**src/rtl/hz_pkg.sv**
```systemverilog
package hz_pkg;

  typedef enum logic [1:0] {
    FWD_RF  = 2'b00,
    FWD_WB  = 2'b01,
    FWD_MEM = 2'b10
  } fwdSel_e;

  // strobes handed from the control half to the datapath half
  typedef struct packed {
    logic stall;
    logic flush;
  } hzStrobe_t;

endpackage

```
**src/rtl/hz_datapath.sv**
```systemverilog
module hz_datapath
  import hz_pkg::*;
#(
  parameter int REG_AW = 5,
  parameter int DATA_W = 32
) (
  input  logic [REG_AW-1:0] exRs,
  input  logic [REG_AW-1:0] exRt,
  input  logic [REG_AW-1:0] memRd,
  input  logic              memRegWrite,
  input  logic [REG_AW-1:0] wbRd,
  input  logic              wbRegWrite,
  input  logic [DATA_W-1:0] idRsVal,
  input  logic [DATA_W-1:0] idRtVal,
  input  hzStrobe_t         strobe,
  output logic              opsEqual,
  output logic [1:0]        fwdA,
  output logic [1:0]        fwdB,
  output logic              pcWrEn,
  output logic              ifidWrEn,
  output logic              bubbleSel,
  output logic              ifidFlush
);

  localparam int                LANES    = 2;
  localparam logic [REG_AW-1:0] ZERO_REG = '0;

  logic [REG_AW-1:0] laneReg [LANES];
  fwdSel_e           laneSel [LANES];

  assign laneReg[0] = exRs;
  assign laneReg[1] = exRt;

  // one forwarding selector per ALU operand
  for (genvar lane = 0; lane < LANES; lane++) begin : g_lane
    logic memHit;
    logic wbHit;
    always_comb begin
      memHit = memRegWrite && (memRd != ZERO_REG) && (memRd == laneReg[lane]);
      wbHit  = wbRegWrite  && (wbRd  != ZERO_REG) && (wbRd  == laneReg[lane]);
      if (memHit)     laneSel[lane] = FWD_MEM;
      else if (wbHit) laneSel[lane] = FWD_WB;
      else            laneSel[lane] = FWD_RF;
    end

    always_comb begin
      if (laneReg[lane] == ZERO_REG)
        a_r4_zero_not_forwarded: assert (laneSel[lane] == FWD_RF);
    end
  end

  assign fwdA = laneSel[0];
  assign fwdB = laneSel[1];

  // branch operand comparison in decode
  assign opsEqual = (idRsVal == idRtVal);

  // front-end steering from the control strobes
  assign pcWrEn    = !strobe.stall;
  assign ifidWrEn  = !strobe.stall;
  assign bubbleSel = strobe.stall;
  assign ifidFlush = strobe.flush;

  always_comb begin
    if (memRegWrite && wbRegWrite && memRd != ZERO_REG &&
        memRd == wbRd && memRd == exRs)
      a_r3_mem_stage_priority: assert (fwdA == FWD_MEM);
    a_r11_no_flush_during_bubble: assert (!(ifidFlush && bubbleSel));
  end

endmodule

```
**src/rtl/hz_control.sv**
```systemverilog
module hz_control
  import hz_pkg::*;
#(
  parameter int REG_AW = 5
) (
  input  logic [REG_AW-1:0] idRs,
  input  logic [REG_AW-1:0] idRt,
  input  logic              idBranch,
  input  logic              idBranchNe,
  input  logic [REG_AW-1:0] exRd,
  input  logic              exMemRead,
  input  logic              opsEqual,
  output hzStrobe_t         strobe,
  output logic              branchTaken
);

  localparam logic [REG_AW-1:0] ZERO_REG = '0;

  logic loadUse;
  logic condMet;

  always_comb begin
    loadUse = exMemRead && (exRd != ZERO_REG) &&
              ((exRd == idRs) || (exRd == idRt));
    condMet = idBranchNe ? !opsEqual : opsEqual;
    // a stalled branch is re-evaluated once the load has moved on
    branchTaken  = idBranch && condMet && !loadUse;
    strobe.stall = loadUse;
    strobe.flush = branchTaken;
  end

  always_comb begin
    if (!idBranch)
      a_r10_no_branch_no_take: assert (!branchTaken);
  end

endmodule

```
**src/rtl/hazard_ctrl.sv**
```systemverilog
module hazard_ctrl
  import hz_pkg::*;
#(
  parameter int REG_AW = 5,
  parameter int DATA_W = 32
) (
  input  logic [REG_AW-1:0] idRs,
  input  logic [REG_AW-1:0] idRt,
  input  logic [DATA_W-1:0] idRsVal,
  input  logic [DATA_W-1:0] idRtVal,
  input  logic              idBranch,
  input  logic              idBranchNe,
  input  logic [REG_AW-1:0] exRs,
  input  logic [REG_AW-1:0] exRt,
  input  logic [REG_AW-1:0] exRd,
  input  logic              exMemRead,
  input  logic [REG_AW-1:0] memRd,
  input  logic              memRegWrite,
  input  logic [REG_AW-1:0] wbRd,
  input  logic              wbRegWrite,
  output logic [1:0]        fwdA,
  output logic [1:0]        fwdB,
  output logic              pcWrEn,
  output logic              ifidWrEn,
  output logic              bubbleSel,
  output logic              ifidFlush,
  output logic              branchTaken
);

  hzStrobe_t strobe;
  logic      opsEqual;

  hz_control #(.REG_AW(REG_AW)) u_control (
    .idRs        (idRs),
    .idRt        (idRt),
    .idBranch    (idBranch),
    .idBranchNe  (idBranchNe),
    .exRd        (exRd),
    .exMemRead   (exMemRead),
    .opsEqual    (opsEqual),
    .strobe      (strobe),
    .branchTaken (branchTaken)
  );

  hz_datapath #(.REG_AW(REG_AW), .DATA_W(DATA_W)) u_datapath (
    .exRs        (exRs),
    .exRt        (exRt),
    .memRd       (memRd),
    .memRegWrite (memRegWrite),
    .wbRd        (wbRd),
    .wbRegWrite  (wbRegWrite),
    .idRsVal     (idRsVal),
    .idRtVal     (idRtVal),
    .strobe      (strobe),
    .opsEqual    (opsEqual),
    .fwdA        (fwdA),
    .fwdB        (fwdB),
    .pcWrEn      (pcWrEn),
    .ifidWrEn    (ifidWrEn),
    .bubbleSel   (bubbleSel),
    .ifidFlush   (ifidFlush)
  );

  always_comb begin
    if (exMemRead && exRd != '0 && exRd == idRs)
      a_r6_load_use_freezes: assert (bubbleSel && !pcWrEn && !ifidWrEn);
    if (bubbleSel)
      a_r11_stall_beats_branch: assert (!branchTaken);
    a_r8_flush_tracks_taken: assert (ifidFlush == branchTaken);
  end

endmodule

```
**config.mk**
```make
export PLATFORM = sky130hd
export DESIGN_NAME = hazard_ctrl
export DESIGN_NICKNAME = d
export VERILOG_FILES = /design/src/rtl/hz_pkg.sv /design/src/rtl/hz_datapath.sv /design/src/rtl/hz_control.sv /design/src/rtl/hazard_ctrl.sv
export SDC_FILE = /design/constraint.sdc
export NUM_CORES = 1
export LEC_CHECK = 0
export ABC_AREA = 0
export BUFFER_PORTS_ARGS = -buffer_cell sky130_fd_sc_hd__buf_2
export CAP_MARGIN = 25
export CORE_UTILIZATION = 32
export DETAILED_ROUTE_END_ITERATION = 10
export PLACE_DENSITY = 0.85
export SYNTH_ARGS = -nofsm -noshare
export SYNTH_HDL_FRONTEND = slang
export SYNTH_SLANG_ARGS = --single-unit
```
**constraint.sdc**
```tcl
create_clock -name vclk -period 1.3
set_input_delay 0 -clock vclk [all_inputs]
set_output_delay 0 -clock vclk [all_outputs]
set_load 0.01 [all_outputs]
```
# Word level (Yosys, flattened, before mapping)
# Index checks and enable logic that the tools add are counted.
[totals] word_cells=28 ff_bits=0 inputBits=104 out_inout_bits=9
[op_classes] n_mux=5 n_eq_ne=7 reduce_logical=16
[ops] operator="$eq A32 B32 Y1" n=1
[ops] operator="$eq A5 B5 Y1" n=6
[ops] operator="$reduce_bool A5 Y1" n=3
[ops] operator="$logic_and A1 B1 Y1" n=10
[ops] operator="$mux W2" n=2
[ops] operator="$mux W1" n=3
[ops] operator="$logic_not A1 Y1" n=2
[ops] operator="$logic_or A1 B1 Y1" n=1

# Depth between registers and ports, before layout
[logic_depth] depth_word=5 ltp_mapped=6 ltp_nobuf=5

# Modules after synthesis
# From an unflattened synthesis, not the netlist that was laid out.
[unflattened] cells_unflattened=105 hier_area_um2=823.3
[modules_own_cells] mod="hz_datapath" cells_each=81 seq_area_each_um2=0.0 area_per_inst_um2=654.4 n_inst=1
[modules_own_cells] mod="hz_control" cells_each=24 seq_area_each_um2=0.0 area_per_inst_um2=168.9 n_inst=1

# Worst setup path after synthesis
# Ideal clock, no wire load.
[synth_path] path_kind="input -> output" startpoint="input port exRd[0]" endpoint="output port ifidFlush" t_arrival_ns=1.273 stages=4 required_ns=1.300 setup_slack_ns=0.027 n_path_buf=1 path_cell_list="or4_1 -> o211ai_1 -> o211a_1 -> buf_4"
[synth_via] elab_chain_len=5 elab_cells_between_ends=8 classes_between="2 x eq/ne; 6 x reduce/logical"
[synth_rtl] element="start: declaration" line_no="hazard_ctrl.sv:15" rtl="input logic [REG_AW-1:0] exRd,"
[synth_rtl] element="$eq A5 B5 Y1 or $reduce_bool A5 Y1 (tied branches)"
[synth_rtl] element="$logic_or A1 B1 Y1 or $logic_and A1 B1 Y1 (tied branches)" line_no="hz_control.sv:24, hz_control.sv:23"
[synth_rtl] element="$logic_and A1 B1 Y1 (*)" line_no="hz_control.sv:23" rtl="loadUse = exMemRead && (exRd != ZERO_REG) &&"
[synth_rtl] element="$logic_not A1 Y1 (*)"
[synth_rtl] element="named net ifidWrEn" line_no="hazard_ctrl.sv:24" rtl="output logic ifidWrEn,"
[synth_rtl] element="$logic_and A1 B1 Y1 (*)" line_no="hz_control.sv:27" rtl="branchTaken = idBranch && condMet && !loadUse;"
[synth_rtl] element="end: declaration" line_no="hazard_ctrl.sv:26" rtl="output logic ifidFlush,"
# Mark *: on every way through the listed nets, which the timed path passes. The rest lies on a longest branch.

# Worst setup path in the final report
[layout_path] startpoint="input port idRsVal[1]" endpoint="output port ifidFlush"
[layout_via] elab_chain_len=5
[layout_rtl] element="start: declaration" line_no="hazard_ctrl.sv:9" rtl="input logic [DATA_W-1:0] idRsVal,"
[layout_rtl] element="$eq A32 B32 Y1 (*)" line_no="hz_datapath.sv:56" rtl="assign opsEqual = (idRsVal == idRtVal);"
[layout_rtl] element="$logic_not A1 Y1" line_no="hz_control.sv:25" rtl="condMet = idBranchNe ? !opsEqual : opsEqual;"
[layout_rtl] element="$mux W1 (*)" line_no="hz_control.sv:25"
[layout_rtl] element="$logic_and A1 B1 Y1 (*) (2 in series)" line_no="hz_control.sv:27"
# Mark *: on every way between the ends. The rest lies on a longest branch, timed or not.

==> flow_metrics.env <==
export IMPL_syn_area_um2=796
export IMPL_dp_worst_setup_slack_ps=-87.6
export IMPL_avgSynthCellArea_um2=7.96
export IMPL_antenna_found_initial=0
export IMPL_hold_path_class="input pin to output pin"
export IMPL_drtAntennaViolNets=0
export IMPL_dp_hpwl_mm=2.47
export IMPL_drive_gt1_share_pct=60.7
export IMPL_slew_headroom_pct=71.4
export IMPL_globalplace_congestion=0.780
export IMPL_timing_final_crit_share_pct=104
export IMPL_num_nets_final=320
export IMPL_register_area_um2=0
export IMPL_endpoint_kind="output pin"
export IMPL_num_rows=17
export IMPL_io_buffers=113
export IMPL_yosys_top_cells_count="xor2_1 (46), xnor2_1 (16), nor4_1 (11)"
export IMPL_rsz0062_at_grt="yes"
export IMPL_arrival_ps=1350
export IMPL_hold_violations=0
export IMPL_yosysWarnings=0
export IMPL_grt_usage_pct=19.7
export IMPL_via_per_inst=4.69
export IMPL_worstSetupPathType="input pin to output pin"
export IMPL_die_area_mm2=0.00269
export IMPL_violations="setup timing"
export IMPL_core_mm2=0.00228
export IMPL_yosysSeqAreaShare_pct=0
export IMPL_drt_first_iter_violations=9
export IMPL_crit_required_ps=1300
export IMPL_die_y_um=51.9
export IMPL_drt_pass1_iterations=4
export IMPL_maxCapViolCount=0
export IMPL_io_pins=113
export IMPL_die_w_um=51.9
export IMPL_yosys_top_cells_area="xor2_1 (51%), xnor2_1 (18%), nor4_1 (8.6%), or4_1 (4.7%), buf_4 (3.8%)"
export IMPL_grt_pass1_vias=1085
export IMPL_initial_core_util_pct=35.0
export IMPL_vdd_drop_max_mv=0.198
export IMPL_slew_viol_final=0
export IMPL_syn_to_final_growth_pct=93.6
export IMPL_setup_viol=2
export IMPL_synth_fp_nets=204
export IMPL_whs_ps=363
export IMPL_fill_cells=222
export IMPL_status="finished with violations"
export IMPL_cp_start_kind="input pin"
export IMPL_yosysUniqueCellTypes=16
export IMPL_fmax_mhz=743
export IMPL_synth_most_common_cell="xor2_1"
export IMPL_grt_overflow_total=0
export IMPL_postSynthCellCount=100
export IMPL_grt_pass1_wl_mm=4.08
export IMPL_seq_cell_count=0
export IMPL_dr_total_vias=1134
export IMPL_synth_top_cell_by_area="xor2_1"
export IMPL_routedWlPerCell_um=11.8
export IMPL_power_leakage_nw=0.782
export IMPL_power_density_mw_per_mm2=301
export IMPL_crit_fanout=2
export IMPL_remaining_drc_errors=0
export IMPL_fin_crit_ps=1350
export IMPL_nClkBuffers=0
export IMPL_synth_top_area_share_pct=50.6
export IMPL_wirelength_mm=2.86
export IMPL_fin_ws_ps=-46.2
export IMPL_grt_max_degree=4
export IMPL_tightest_slew_ps=425
export IMPL_n_antenna_cell=0
layout make-up:
| cell class | count | area, um^2 | share of cell area (%) |
|---|---|---|---|
| Multi-Input combinational cell | 95 | 836 | 54.3 |
| Timing Repair Buffer | 118 | 666 | 43.2 |
| Tap cell | 28 | 35.0 | 2.27 |
| Inverter | 1 | 3.75 | 0.244 |
worst max-delay path, stage by stage:
cell     delay (ps)
buf_6            90
xor2_1          150
nor4_2          310
nand2_1         130
o31a_1          290
o211a_1         220
buf_2           140
repair_timing:
| item | CTS | global route |
|---|---|---|
| pin swaps | 13 | 12 |
| hold buffers | 0 | 0 |
| gates resized for setup | 8 | 14 |
| endpoints found under the setup margin | 4 | 4 |
| setup buffers | 1 | 0 |
kinds of logic after synthesis:
group,count (synthesis),synth area share (%)
XOR/XNOR,62,68.2
AO/OA/AOI/OAI,6,5.82
buffers and inverters,5,4.24
AND/OR/NAND/NOR,27,21.7
layer usage:
metal / share of wire [%] / GRT usage (%)
met5: 0 / 0
met4: 1.8 / 4.95
met3: 5.6 / 2.05
met2: 60 / 42.5
met1: 32 / 18.8
path summary, 6_finish.rpt:
path,from,end,slack [ps],depth (start not counted)
max,idRsVal[1],ifidFlush,-50,7
min,idBranch,branchTaken,360,3
power by group:
part	internal (W)	switching, W
logic	0.000262	0.000201
clock network	0	0
registers	0	0
total	0.000262	0.000201
placed cells by master, fill, tap and decap left out:
cell	netlist	final
inv_1	1	1
xnor2_1	16	16
nand2_1	4	4
nand4_1	1	1
buf_6	0	10
nor4_4	0	2
nand3_1	4	4
o31a_1	1	1
buf_4	4	5
o21ai_1	1	1
o21ai_4	0	1
o22ai_1	1	1
or4_4	0	3
o211ai_1	1	1
or4_1	5	2
nor4_1	11	5
buf_2	0	103
nor4_2	2	6
o211a_1	1	1
xor2_1	46	46
metrics by stage:
step / instances / util, % / total power (W) / cell area [um^2] / TNS, ps
global placement: 241 / 61.4 / 0.000399 / 1400 / -165
CTS: 242 / 63.6 / 0.000427 / 1450 / -109
global route: 242 / 67.7 / 0.000505 / 1540 / -343
finish: 242 / 67.7 / 0.000463 / 1540 / -92.4
detailed placement: 241 / 61.4 / 0.000407 / 1400 / -198
floorplan: 100 / - / 0.000175 / 796 / 0
Note: power is estimated with default switching activity, not from simulation.
